==> config.mk <==
export PLATFORM = sky130hd
export DESIGN_NAME = ssm_sync_scratchpad
export DESIGN_NICKNAME = d
export VERILOG_FILES = /design/src/rtl/ssm_pkg.sv /design/src/rtl/ssm_rr_arb.sv /design/src/rtl/ssm_port_seq.sv /design/src/rtl/ssm_tag_mem.sv /design/src/rtl/ssm_sync_scratchpad.sv
export SDC_FILE = /design/constraint.sdc
export NUM_CORES = 1
export LEC_CHECK = 0
export BUFFER_PORTS_ARGS = -buffer_cell sky130_fd_sc_hd__buf_2
export CORE_MARGIN = 2
export CORE_UTILIZATION = 45
export CTS_CLUSTER_DIAMETER = 80
export CTS_CLUSTER_SIZE = 25
export DETAILED_ROUTE_END_ITERATION = 8
export GPL_ROUTABILITY_DRIVEN = 0
export PLACE_DENSITY_LB_ADDON = 0.3
export SLEW_MARGIN = 40
export SYNTH_ARGS = -nofsm -noshare
export SYNTH_HDL_FRONTEND = slang
export SYNTH_SLANG_ARGS = --single-unit
==> constraint.sdc <==
create_clock -name clk -period 17.2 [get_ports clk]
set_input_delay 5.16 -clock clk [delete_from_list [all_inputs] [get_ports clk]]
set_output_delay 5.16 -clock clk [all_outputs]
set_load 0.01 [all_outputs]
==> src/rtl/ssm_pkg.sv <==
package ssm_pkg;
  typedef enum logic {
    OP_LOAD  = 1'b0,
    OP_STORE = 1'b1
  } op_e;

  function automatic int unsigned idx_w(int unsigned n);
    return (n > 1) ? $clog2(n) : 1;
  endfunction
endpackage

==> src/rtl/ssm_rr_arb.sv <==
module ssm_rr_arb #(
  parameter int NPORTS = 3
) (
  input  logic              clk,
  input  logic              rst_n,
  input  logic              en,
  input  logic [NPORTS-1:0] elig,
  output logic [NPORTS-1:0] gnt
);
  localparam int PW = ssm_pkg::idx_w(NPORTS);

  logic [PW-1:0] ptr_q, ptr_nx;
  logic          found;

  always_comb begin
    gnt    = '0;
    found  = 1'b0;
    ptr_nx = ptr_q;
    for (int o = 0; o < NPORTS; o++) begin
      if (en && !found && elig[(int'(ptr_q) + o) % NPORTS]) begin
        gnt[(int'(ptr_q) + o) % NPORTS] = 1'b1;
        found  = 1'b1;
        ptr_nx = PW'((((int'(ptr_q) + o) % NPORTS) + 1) % NPORTS);
      end
    end
  end

  always_ff @(posedge clk or negedge rst_n) begin
    if (!rst_n)     ptr_q <= '0;
    else if (found) ptr_q <= ptr_nx;
  end

  a_r10_one_grant: assert property (@(posedge clk) disable iff (!rst_n)
    $onehot0(gnt));
  a_r8_grant_only_eligible: assert property (@(posedge clk) disable iff (!rst_n)
    (gnt & ~elig) == '0);
endmodule

==> src/rtl/ssm_port_seq.sv <==
module ssm_port_seq #(
  parameter int AW = 3,
  parameter int LW = 3
) (
  input  logic          clk,
  input  logic          rst_n,
  input  logic          req,
  input  logic          gnt,
  input  logic [AW-1:0] base,
  input  logic [LW-1:0] len,
  output logic [AW-1:0] ea,
  output logic          last
);
  logic [LW-1:0] idx_q, idx_nx;

  assign last = (idx_q == len);
  assign ea   = base + AW'(idx_q);

  always_comb begin
    idx_nx = idx_q;
    if (!req)     idx_nx = '0;
    else if (gnt) idx_nx = last ? '0 : idx_q + LW'(1);
  end

  always_ff @(posedge clk or negedge rst_n) begin
    if (!rst_n) idx_q <= '0;
    else        idx_q <= idx_nx;
  end

  a_r6_next_word: assert property (@(posedge clk) disable iff (!rst_n)
    (req && gnt && !last) |=> (!req || ea == $past(ea) + AW'(1)));
  a_r7_hold_index: assert property (@(posedge clk) disable iff (!rst_n)
    (req && !gnt) |=> (!req || $stable(ea)));
endmodule

==> src/rtl/ssm_tag_mem.sv <==
module ssm_tag_mem #(
  parameter int AW = 3,
  parameter int DW = 16,
  parameter int CW = 2
) (
  input  logic              clk,
  input  logic              rst_n,
  input  logic              init,
  input  logic              wr_en,
  input  logic              rd_en,
  input  logic [AW-1:0]     addr,
  input  logic [DW-1:0]     wdata,
  input  logic [CW-1:0]     cnt_in,
  output logic [(1<<AW)-1:0] valid_o,
  output logic [DW-1:0]     rdata_o
);
  localparam int DEPTH = 1 << AW;

  logic [DW-1:0]    mem_q [DEPTH];
  logic [CW-1:0]    cnt_q [DEPTH];
  logic [DEPTH-1:0] valid_q, valid_nx;
  logic [CW-1:0]    cur_cnt, cnt_nx;
  logic [DW-1:0]    rdata_q, rdata_nx;
  logic             cnt_en;

  assign cur_cnt = cnt_q[addr];
  assign cnt_en  = (wr_en || rd_en) && !init;

  always_comb begin
    cnt_nx   = wr_en ? ((cnt_in == '0) ? CW'(1) : cnt_in) : cur_cnt - CW'(1);
    valid_nx = valid_q;
    if (init)                               valid_nx = '0;
    else if (wr_en)                         valid_nx[addr] = 1'b1;
    else if (rd_en && cur_cnt == CW'(1))    valid_nx[addr] = 1'b0;
    rdata_nx = rd_en ? mem_q[addr] : rdata_q;
  end

  always_ff @(posedge clk or negedge rst_n) begin
    if (!rst_n) begin
      valid_q <= '0;
      rdata_q <= '0;
    end else begin
      valid_q <= valid_nx;
      rdata_q <= rdata_nx;
    end
  end

  always_ff @(posedge clk or negedge rst_n) begin
    if (!rst_n) begin
      for (int i = 0; i < DEPTH; i++) cnt_q[i] <= '0;
    end else if (cnt_en) begin
      cnt_q[addr] <= cnt_nx;
    end
  end

  always_ff @(posedge clk) begin
    if (wr_en) mem_q[addr] <= wdata;
  end

  assign valid_o = valid_q;
  assign rdata_o = rdata_q;

  a_r2_store_marks_present: assert property (@(posedge clk) disable iff (!rst_n)
    (wr_en && !init) |=> valid_q[$past(addr)]);
  a_r2_count_nonzero: assert property (@(posedge clk) disable iff (!rst_n)
    (wr_en && !init) |=> cnt_q[$past(addr)] != '0);
  a_r4_last_read_clears: assert property (@(posedge clk) disable iff (!rst_n)
    (rd_en && !init && cur_cnt == CW'(1)) |=> !valid_q[$past(addr)]);
  a_r9_init_clears: assert property (@(posedge clk) disable iff (!rst_n)
    init |=> valid_q == '0);
  a_r3_read_needs_present: assert property (@(posedge clk) disable iff (!rst_n)
    rd_en |-> valid_q[addr]);
  a_r5_write_needs_absent: assert property (@(posedge clk) disable iff (!rst_n)
    wr_en |-> !valid_q[addr]);
endmodule

==> src/rtl/ssm_sync_scratchpad.sv <==
module ssm_sync_scratchpad #(
  parameter int NPORTS = 3,
  parameter int AW     = 4,
  parameter int DW     = 16,
  parameter int CW     = 3,
  parameter int LW     = 4,
  localparam int PW    = ssm_pkg::idx_w(NPORTS)
) (
  input  logic                 clk,
  input  logic                 rst_n,
  input  logic                 init,
  input  logic [NPORTS-1:0]    req,
  input  logic [NPORTS-1:0]    req_st,
  input  logic [NPORTS*AW-1:0] req_addr,
  input  logic [NPORTS*LW-1:0] req_len,
  input  logic [NPORTS*DW-1:0] st_data,
  input  logic [NPORTS*CW-1:0] st_cnt,
  output logic [NPORTS-1:0]    gnt,
  output logic [NPORTS-1:0]    done,
  output logic                 rd_valid,
  output logic [PW-1:0]        rd_port,
  output logic [DW-1:0]        rd_data
);
  import ssm_pkg::*;
  localparam int DEPTH = 1 << AW;

  logic             rst_meta, rst_i;
  logic [AW-1:0]    ea [NPORTS];
  logic [NPORTS-1:0] last, elig;
  logic [DEPTH-1:0] valid;
  logic [AW-1:0]    sel_ea;
  logic [DW-1:0]    sel_wd;
  logic [CW-1:0]    sel_cnt;
  logic [PW-1:0]    sel_port;
  logic             any_st, any_ld;
  logic             rvalid_q, rvalid_nx;
  logic [PW-1:0]    rport_q, rport_nx;

  always_ff @(posedge clk or negedge rst_n) begin
    if (!rst_n) begin
      rst_meta <= 1'b0;
      rst_i    <= 1'b0;
    end else begin
      rst_meta <= 1'b1;
      rst_i    <= rst_meta;
    end
  end

  for (genvar p = 0; p < NPORTS; p++) begin : g_port
    ssm_port_seq #(.AW(AW), .LW(LW)) u_seq (
      .clk(clk), .rst_n(rst_i), .req(req[p]), .gnt(gnt[p]),
      .base(req_addr[p*AW +: AW]), .len(req_len[p*LW +: LW]),
      .ea(ea[p]), .last(last[p])
    );
    assign elig[p] = req[p] &&
      ((op_e'(req_st[p]) == OP_STORE) ? !valid[ea[p]] : valid[ea[p]]);
  end

  ssm_rr_arb #(.NPORTS(NPORTS)) u_arb (
    .clk(clk), .rst_n(rst_i), .en(!init), .elig(elig), .gnt(gnt)
  );

  always_comb begin
    sel_ea = '0; sel_wd = '0; sel_cnt = '0; sel_port = '0;
    any_st = 1'b0; any_ld = 1'b0;
    for (int p = 0; p < NPORTS; p++) begin
      if (gnt[p]) begin
        sel_ea   = ea[p];
        sel_wd   = st_data[p*DW +: DW];
        sel_cnt  = st_cnt[p*CW +: CW];
        sel_port = PW'(p);
        if (op_e'(req_st[p]) == OP_STORE) any_st = 1'b1;
        else                              any_ld = 1'b1;
      end
    end
  end

  ssm_tag_mem #(.AW(AW), .DW(DW), .CW(CW)) u_mem (
    .clk(clk), .rst_n(rst_i), .init(init), .wr_en(any_st), .rd_en(any_ld),
    .addr(sel_ea), .wdata(sel_wd), .cnt_in(sel_cnt),
    .valid_o(valid), .rdata_o(rd_data)
  );

  always_comb begin
    rvalid_nx = any_ld;
    rport_nx  = any_ld ? sel_port : rport_q;
  end

  always_ff @(posedge clk or negedge rst_i) begin
    if (!rst_i) begin
      rvalid_q <= 1'b0;
      rport_q  <= '0;
    end else begin
      rvalid_q <= rvalid_nx;
      rport_q  <= rport_nx;
    end
  end

  assign done     = gnt & last;
  assign rd_valid = rvalid_q;
  assign rd_port  = rport_q;

  a_r3_data_next_cycle: assert property (@(posedge clk) disable iff (!rst_i)
    any_ld |=> (rd_valid && rd_port == $past(sel_port)));
  a_r9_no_grant_in_init: assert property (@(posedge clk) disable iff (!rst_i)
    init |-> gnt == '0);
  a_r1_quiet_without_load: assert property (@(posedge clk) disable iff (!rst_i)
    !any_ld |=> !rd_valid);
endmodule

* Yosys cells after proc, flatten, opt, wreduce, memory -nomap -nowiden
Memory sizes are Yosys's and may differ from the RTL's. A register that Yosys moved wholly into a read port is not among the register bits.
Cells that the tools add are included.
Widths: inputs -> output; s select.
** Word-level totals
- Flip-flop bits (word level) :: 83
- Latch bits :: 0
- Memory bits (writable) :: 256
- Memory bits (read-only) :: 0
- Input bits :: 90
- Output and inout bits :: 25
- Logic and storage cells :: 178
- Memories :: 1
** Cells by class
- Add/subtract/negate cells :: 12
- $mul :: 0
- Divide/modulo/power cells :: 6
- $lt $le $gt $ge :: 13
- Equal/unequal tests :: 7
- Shift operators :: 0
- Mux-type cells :: 80
- Bitwise gates (word level) :: 7
- Reduce and logical (&&, ||, !) cells :: 27
** Memories
- u_mem.mem_q :: depth 16, bits a word 16, rd ports 1, clocked after Yosys merged registers in 1, wr ports 1, line ssm_tag_mem.sv:19 : logic [DW-1:0] mem_q [DEPTH];
** Operators with widths (number)
- $mod 32x3->32 const B :: 5
- $add 32x2->32 const B :: 3
- $ge 32x1->1 const B :: 3
- $lt 32x4->1 const B :: 3
- $mux 16 :: 6
- $bwmux 48 :: 1
- $mux 4 :: 12
- $mux 1 :: 34
- $mux 3 :: 11
- $mod 3x3->32 const B :: 1
- $lt 4x5->1 const B :: 4
- $and 16x16->16 :: 1
- $not 16->16 :: 1
- $or 16x16->16 :: 1
- $logic_and 1x1->1 :: 15
- $add 4x1->4 const B :: 3
- $add 4x4->4 :: 3
- $bmux 1 s4 :: 3
- $bmux 3 s4 :: 1
- $demux 3 s4 :: 1
- $eq 4x4->1 :: 3
- $mux 2 :: 4
- $logic_not 1->1 :: 7
- $bmux 1 s2 :: 3
- other kinds (17) :: 23

* Longest topological paths before layout
Gate-level depths: netlist of the first run.
- Depth after elaboration :: 31
- Gate-level depth with buffers :: 37
- Depth with buffers taken out :: 33

* Hierarchy
From an unflattened synthesis of the first run, not the netlist that was laid out.
** Second synthesis, totals
- Cell total of the unflattened synthesis :: 1082
- Area total of the unflattened synthesis :: 17063.9 um^2
** By module, submodules not included
- ssm_tag_mem :: times used 1, cells an instance 660, area an instance 13471.7 um^2, sequential area each 9689.3 um^2
- ssm_rr_arb :: times used 1, cells an instance 189, area an instance 1428.9 um^2, sequential area each 50.0 um^2
- ssm_sync_scratchpad :: times used 1, cells an instance 128, area an instance 1082.3 um^2, sequential area each 125.1 um^2
- ssm_port_seq :: times used 3, cells an instance 35, area an instance 360.3 um^2, sequential area each 100.1 um^2

* Least setup slack after synthesis of the first run
Ideal clock, no wire load.
- Path kind :: input-to-output
- Start point :: in req_addr[8]
- End point :: out done[2]
- Data arrival time :: 9259 ps
- Required time :: 12040 ps
- Setup slack :: 2781 ps
- Stages on the path :: 13
- Buffers on the path :: 2
- Path through :: ha_1 > fa_1 > xor2_1 > mux4_2 > nor4b_1 > nor4_4 > mux2i_1 > a21oi_2 > nor3_2 > a221oi_1 > clkbuf_1 > buf_1 > nor2_1
** On the way
- Word-level cells in the longest chain between the ends :: 20
- Elaborated cells on any way between the ends :: 30
- Those cells by class :: add/sub: 1; mux: 17; bitwise: 3; reduce/logical: 9
** RTL lines
- start: declaration :: line ssm_sync_scratchpad.sv:14 : input logic [NPORTS*AW-1:0] req_addr,
- $add 4x4->4 (*) :: line ssm_port_seq.sv:17 : assign ea = base + AW'(idx_q);
- $bmux 1 s4 (*) :: line ssm_sync_scratchpad.sv:56 : ((op_e'(req_st[p]) == OP_STORE) ? !valid[ea[p]] : valid[ea[p]]);
- $mux 1 (not written as such) (*) :: line ssm_sync_scratchpad.sv:56
- $logic_not 1->1 :: line ssm_sync_scratchpad.sv:56
- $mux 1 (*) :: line ssm_sync_scratchpad.sv:56
- $logic_and 1x1->1 (*) :: line ssm_sync_scratchpad.sv:55 : assign elig[p] = req[p] &&
- $bmux 1 s2 :: line ssm_rr_arb.sv:20 : if (en && !found && elig[(int'(ptr_q) + o) % NPORTS]) begin
- $mux 1 (not written as such) (2 in a row) :: line ssm_rr_arb.sv:20
- $logic_and 1x1->1 :: line ssm_rr_arb.sv:20
- $mux 1 :: line ssm_rr_arb.sv:20
- $logic_not 1->1 :: line ssm_rr_arb.sv:20
- $logic_and 1x1->1 (2 in a row) :: line ssm_rr_arb.sv:20
- $mux 1 :: line ssm_rr_arb.sv:20
- $logic_not 1->1 :: line ssm_rr_arb.sv:20
- $logic_and 1x1->1 (2 in a row) :: line ssm_rr_arb.sv:20
- $mux 3 (*) :: line ssm_rr_arb.sv:20
- $and 3x3->3 (*) :: line ssm_sync_scratchpad.sv:99 : assign done = gnt & last;
- end: declaration :: line ssm_sync_scratchpad.sv:19 : output logic [NPORTS-1:0] done,
Every way passes the cells marked *; elsewhere a longest branch is shown, timed or not. The select of a mux whose other input is x is not followed.

* Worst setup path after layout of the first run
- Start point :: in req_addr[8]
- End point :: out done[1]
Same word-level chain as after synthesis.

==> results.md, run 1 <==
- CP max FO: 36
- Placed Cells incl. Taps: 1829
- P&R area growth vs syn: 10.66%
- Vias in the first global route: 10780
- Prevailing post-synth register cell: edfxtp_1
- Mapped Area: 0.01713 sq mm
- Unique cell type count in the Yosys netlist: 79
- H-tree levels: 1
- Initial antenna violation count: 0
- R2r startpoint: g_port[2].u_seq.idx_q[0]$_DFFE_PN0P_
- Worst vdd ir: 0.08134 mV
- Max frequency: 0.06868 GHz
- Via/cell ratio: 5.784
- DR WL/cell: 21.82 um
- Drt first pass iters: 5
- Worst Hold Depth: 0
- Dpl cell area: 0.01823 sq mm
- Core Area: 0.03758 sq mm
- Final Skew: ~29 ps
- # DRC: 0
- Detailed Route Iter0 Violations: 799
- Hold_buf cts: 0
- Fin. Hold Viols: 0
- I/O pin cnt: 115
- Initial Utilization: 45.59%
- All-Layer GR Usage: 20.84%
- Crit path time final: 14560 ps
- Synth Register Bits: 355
- Min Hold Slack: between 300 and 400 ps
- Global route overflow: 0
- MaxCap Viol Count: 0
- Routed WL: 40.73 mm
- Max clock buf depth: 3
- Clock tree root buffer cell: clkbuf_16
- Final Max Tran Viols: 0
- Max-slew headroom: 46.39%
- Top-area cell type share of the netlist area: approximately 45%
- Crit path launch type: input pin
- Yosys top cell by area: edfxtp_1
- Hold_sp: rst_meta$_DFF_PN0_
- Post-Place Setup Slack: between 2000 and 3000 ps
- First-pass GRT wire length: 62.36 mm
- Routed vias: 10800
- Port bufs: 114
- Leakage power total: 7.028 nW
- DIE HEIGHT: 199.1 um
- Ys async rst share: about 28%
- Top post-synthesis cells by area: edfxtp_1 45%, dfrtp_1 14%, mux4_2 11%
- Die X: about 200 um
- Sequential fraction of the synthesis area: 59.33%
- Transition time of the tightest slew-check pin: roughly 800 ps
- Power per cell area: 165.1 mW/mm^2
- Crit Path Class: input pin to output port
- Hold Path Sink: rst_i$_DFF_PN0_
- Total CTS buffers: 21
- Clock sink total: between 300 and 400
- Hpwl dp: ~26 mm
- Post-CTS resize count: 0
- Crit path DAT: 9400 ps
- CTS tree: built
- Hold Crit Class: flip-flop to flip-flop
- Post-CTS Setup Bufs: 0
- Post-synth EDFFs: 256
- Endpoint type of the worst setup path: output port
- Antenna Cells: 0
- Warnings from Yosys: 0
- Fin crit share: 84.65%
- Reg2reg end: u_arb.ptr_q[1]$_DFFE_PN0P_
- Largest net degree at the start of global routing: 50
- Row count: slightly above 70
- Final cell count without fillers: 1867
- Number of nets in the layout: ~1500
- Mean Syn Cell Area: between 10 and 15 sq um
- Cells after Synth: 1257
- Detail Route Antenna Nets: 0
- Clock Latency Late Sink: 540 ps
- RSZ-0062 raised after global routing: no
- CTS clk-pin slew, worst paths: ~80 ps
- Share of layout cells above drive strength 1: 24.71%
- Crit path required time: 12040 ps
- Worst R2R Setup Slack: 8170 ps
- Setup crit start: req_addr[8]
- Final worst setup slack: about 2600 ps
- Status: complete, no violations
- R2R depth: 32
- Post-Route Setup TNS: 0 ps
- Syn nets: 1380
- Filler Cells Inserted: 3154
- Final setup fails: 0
- Design Area, Final: 0.01896 sq mm
- Full die area: 0.03965 sq mm
worst max path at each step:
stage               to  slack [ps]  cells past startpoint
3_5_place_dp   done[1]        2640                     14
4_1_cts        done[1]        2640                     14
6_report       done[1]        2640                     14
3_3_place_gp   done[1]        2760                     14
5_1_grt        done[1]        2340                     14
2_1_floorplan  done[2]        2780                     13
cell usage in the layout (no fill, tap or decap), types with 16 or more instances in the layout:
master,Yosys,routed
edfxtp_1,256,256
buf_2,11,114
nand2_1,113,113
dfrtp_1,99,98
o21ai_0,87,86
mux4_2,82,82
nor2_1,92,72
mux2i_1,57,56
a21oi_1,55,55
ha_1,30,30
nand3_1,25,25
inv_1,39,24
mux2_2,23,22
clkbuf_16,0,22
xnor2_1,21,21
a221oi_1,22,21
nor2_2,0,18
inv_2,1,16
final cells by class:
type                    instances  area, sq um  area share, %
inverters                      40        150.1         0.7920
clock buffers                  30        580.6          3.063
well taps                     511        639.4          3.373
multi-input cells             794         6606          34.85
repair buffers                129        690.7          3.643
flip-flops and latches        355        10170          53.64
clock inverters                 8        121.4         0.6402
metrics by stage:
step	total power [mW]	utilization, %
final	3.129	50.45
after global routing	3.330	50.45
after CTS	3.146	50.38
after detailed placement	2.594	48.51
after global placement	2.550	48.43
after floorplan	2.203	-
synth_stat cells (all sizes together), types with 24 or more instances:
master,n
clkbuf,43
mux2,24
ha,30
mux4,82
a21oi,56
dfrtp,99
o21ai,94
buf,25
nand2,113
nand3,25
nor2,92
edfxtp,256
inv,40
mux2i,57
sequential cells by signal (all words and copies together) (netlist names), 2 cells and up:
name / cells
g_port.u_seq.idx_q: 12
rd_port: 2
u_arb.ptr_q: 2
u_mem.cnt_q: 48
u_mem.mem_q: 256
u_mem.rdata_o: 16
u_mem.valid_o: 16
power by group:
part	switching (mW)	internal [mW]
registers	0.0518	1.12
clock network	0.300	0.252
logic	0.861	0.541
total	1.21	1.92
metal layers:
layer | up-vias | track usage [%] | share of wire, %
li1 | 4962 | - | -
met1 | 5496 | 28.88 | 43
met2 | 298 | 35.66 | 50
met3 | 42 | 2.717 | 5.6
met4 | 0 | 3.925 | 1.1
met5 | - | 0 | 0
worst max-delay path, stage by stage:
cell	delay (ps)
buf_2	110
ha_1	210
fa_1	380
xor2_1	380
mux4_2	610
nor4b_1	200
nor4_4	540
nor2_1	130
a21o_1	300
nor3_2	460
a21o_1	190
buf_4	380
nor2b_1	180
buf_2	140
cell families (layout without fill, tap and decap cells):
logic type | count (synthesis) | in the layout | synth area share (%)
AOI/OAI and AO/OA | 246 | 246 | 9.363
xor gates and xnor gates | 30 | 30 | 1.578
adders and majority gates | 34 | 34 | 2.600
buffers and inverters | 108 | 207 | 2.710
DFF | 355 | 355 | 59.33
muxes | 163 | 163 | 15.69
other | 1 | 1 | 0.02189
and+or+nand+nor | 320 | 320 | 8.706
No activity file was read; power rests on OpenSTA's default activity.
==> run 2: changes to the inputs <==
clock period = 12.7 ns   (was 17.2 ns; I/O delays follow)
==> results.md, run 2 (synthesis gave the netlist of run 1 again) <==
- Hold Crit Class: flip-flop to async pin
- Initial antenna violation count: 0 (unchanged)
- Leakage power total: 7.082 nW (+0.78%)
- Vias in the first global route: 10790 (+0.093%)
- Hold_buf cts: 0 (unchanged)
- Row count: 71 (unchanged)
- Worst vdd ir: 0.1273 mV (+57%)
- Post-CTS Setup Bufs: 0 (unchanged)
- Crit path DAT: 8090 ps (-1310 ps)
- Max-slew headroom: 42.47% (-3.9 points)
- Clock tree root buffer cell: clkbuf_16
- Die X: 199.1 um (unchanged)
- CTS clk-pin slew, worst paths: 100 ps (+20 ps)
- Global route overflow: 0 (unchanged)
- Crit path required time: 8890 ps (-3150 ps)
- Number of nets in the layout: 1473 (+0.61%)
- Final setup fails: 0 (unchanged)
- Max reg flops: 256 (unchanged)
- Max clock buf depth: 3 (unchanged)
- Routed vias: 10910 (+1.0%)
- Total CTS buffers: 20 (-4.8%)
- Post-CTS resize count: 0 (unchanged)
- H-tree levels: 1 (unchanged)
- Core Area: 0.03758 sq mm (unchanged)
- CP max FO: 12 (-67%)
- All-Layer GR Usage: 20.81% (-0.029 points)
- P&R area growth vs syn: 10.94%
- Max frequency: between 0.08 and 0.09 GHz
- Detail Route Antenna Nets: 0 (unchanged)
- Top Registers: u_mem.mem_q (256), u_mem.cnt_q (48)
- Largest net degree at the start of global routing: 67 (+34%)
- Endpoint type of the worst setup path: output port
- DIE HEIGHT: 199.1 um (unchanged)
- Full die area: 0.03965 sq mm (unchanged)
- Hpwl dp: 26.08 mm (+1.6%)
- Port bufs: 114 (unchanged)
- DR WL/cell: 21.67 um (-0.65%)
- Antenna Cells: 0 (unchanged)
- Routed WL: 40.64 mm (-0.23%)
- Post-Route Setup TNS: 0 ps (unchanged)
- Clock sink total: 355 (unchanged)
- Clock Latency Late Sink: 560 ps (+20 ps)
- Power per cell area: 222.3 mW/mm^2 (+35%)
- Most frequent cells in the layout: 256 x edfxtp_1, 114 x buf_2, 113 x nand2_1
- Post-Place Setup Slack: 461.3 ps (-2179 ps)
- Share of layout cells above drive strength 1: 24.63% (-0.072 points)
- Initial Utilization: 45.59% (unchanged)
- Crit path time final: 11900 ps
- Crit Path Class: input pin to output port
- Transition time of the tightest slew-check pin: 862.1 ps (+57.97 ps)
- Fin crit share: 93.67%
- Detailed Route Iter0 Violations: 959 (+20%)
- RSZ-0062 raised after global routing: no
- I/O pin cnt: 115 (unchanged)
- Final Skew: 28.05 ps (-0.5201 ps)
- Drt first pass iters: 5 (unchanged)
- Via/cell ratio: 5.818 (+0.60%)
- First-pass GRT wire length: 62.62 mm (+0.42%)
- Filler Cells Inserted: 3223 (+2.2%)
- MaxCap Viol Count: 0 (unchanged)
- # DRC: 0 (unchanged)
- Register with the most flip-flops: u_mem.mem_q
- CTS tree: built
- Status: complete, no violations
- Fin. Hold Viols: 0 (unchanged)
- Commonest non-fill, non-tap cell in the layout: edfxtp_1
- Crit path launch type: input pin
- Final worst setup slack: 803.6 ps (-1837 ps)
- Final Max Tran Viols: 0 (unchanged)
[run 2: final cells by class]
type	instances	area (sq um)	share of cell area [%]
Clock buffer	29	544.3	2.864
Timing Repair Buffer	139	785.8	4.134
Tap cell	511	639.4	3.364
Sequential cell	355	10170	53.50
Multi-Input combinational cell	794	6610	34.78
Inverter	40	150.1	0.7900
Clock inverter	7	107.6	0.5662
[run 2: path summary, 6_finish.rpt]
path                       slack (ps)  cells past startpoint                            startpoint                           to
max                               800                     13                           req_addr[4]                       gnt[0]
max in group asynchronous        9550                      1                                 rst_n              rst_i$_DFF_PN0_
min in group clk                  360                      0                    rst_meta$_DFF_PN0_              rst_i$_DFF_PN0_
max reg2reg                      3800                     32  g_port[1].u_seq.idx_q[0]$_DFFE_PN0P_   u_arb.ptr_q[1]$_DFFE_PN0P_
min reg2reg                       280                      0                       rst_i$_DFF_PN0_  u_mem.cnt_q[16]$_DFFE_PN0P_
min                               280                      0                       rst_i$_DFF_PN0_  u_mem.cnt_q[16]$_DFFE_PN0P_
[run 2: layer usage]
metal | GRT usage (%) | vias to the layer above | wire length, um
met1 | 29.97 | 5591 | 17880
li1 | - | 4978 | -
met5 | 0 | - | 0
met2 | 34.74 | 296 | 19680
met4 | 3.731 | 0 | 606
met3 | 2.312 | 44 | 2466
[run 2: report_power, final]
part / total, mW / internal (mW) / switching (mW)
sequential: 1.59 / 1.52 / 0.0718
combinational: 1.91 / 0.749 / 1.16
clock: 0.718 / 0.319 / 0.399
[run 2: metrics by stage]
| step | cell area, sq um | hold slack, ps | instances | total power, mW | utilization [%] |
|---|---|---|---|---|---|
| after floorplan | 17130 | 331.2 | 1257 | 2.984 | - |
| after global placement | 18270 | 291.4 | 1837 | 3.489 | 48.63 |
| after detailed placement | 18330 | 296.1 | 1839 | 3.540 | 48.77 |
| after CTS | 18980 | 304.4 | 1875 | 4.251 | 50.50 |
| after global routing | 19010 | 321.2 | 1875 | 4.488 | 50.58 |
| final | 19010 | 276.4 | 1875 | 4.224 | 50.58 |
[run 2: worst max-delay path, stage by stage]
cell	delay [ps]
buf_2	100
ha_1	210
fa_1	420
xor2_2	330
mux4_2	570
nor4_1	480
nor4_2	130
o221ai_1	370
a21o_1	400
nor2_1	210
a221oi_2	640
inv_1	230
buf_2	200
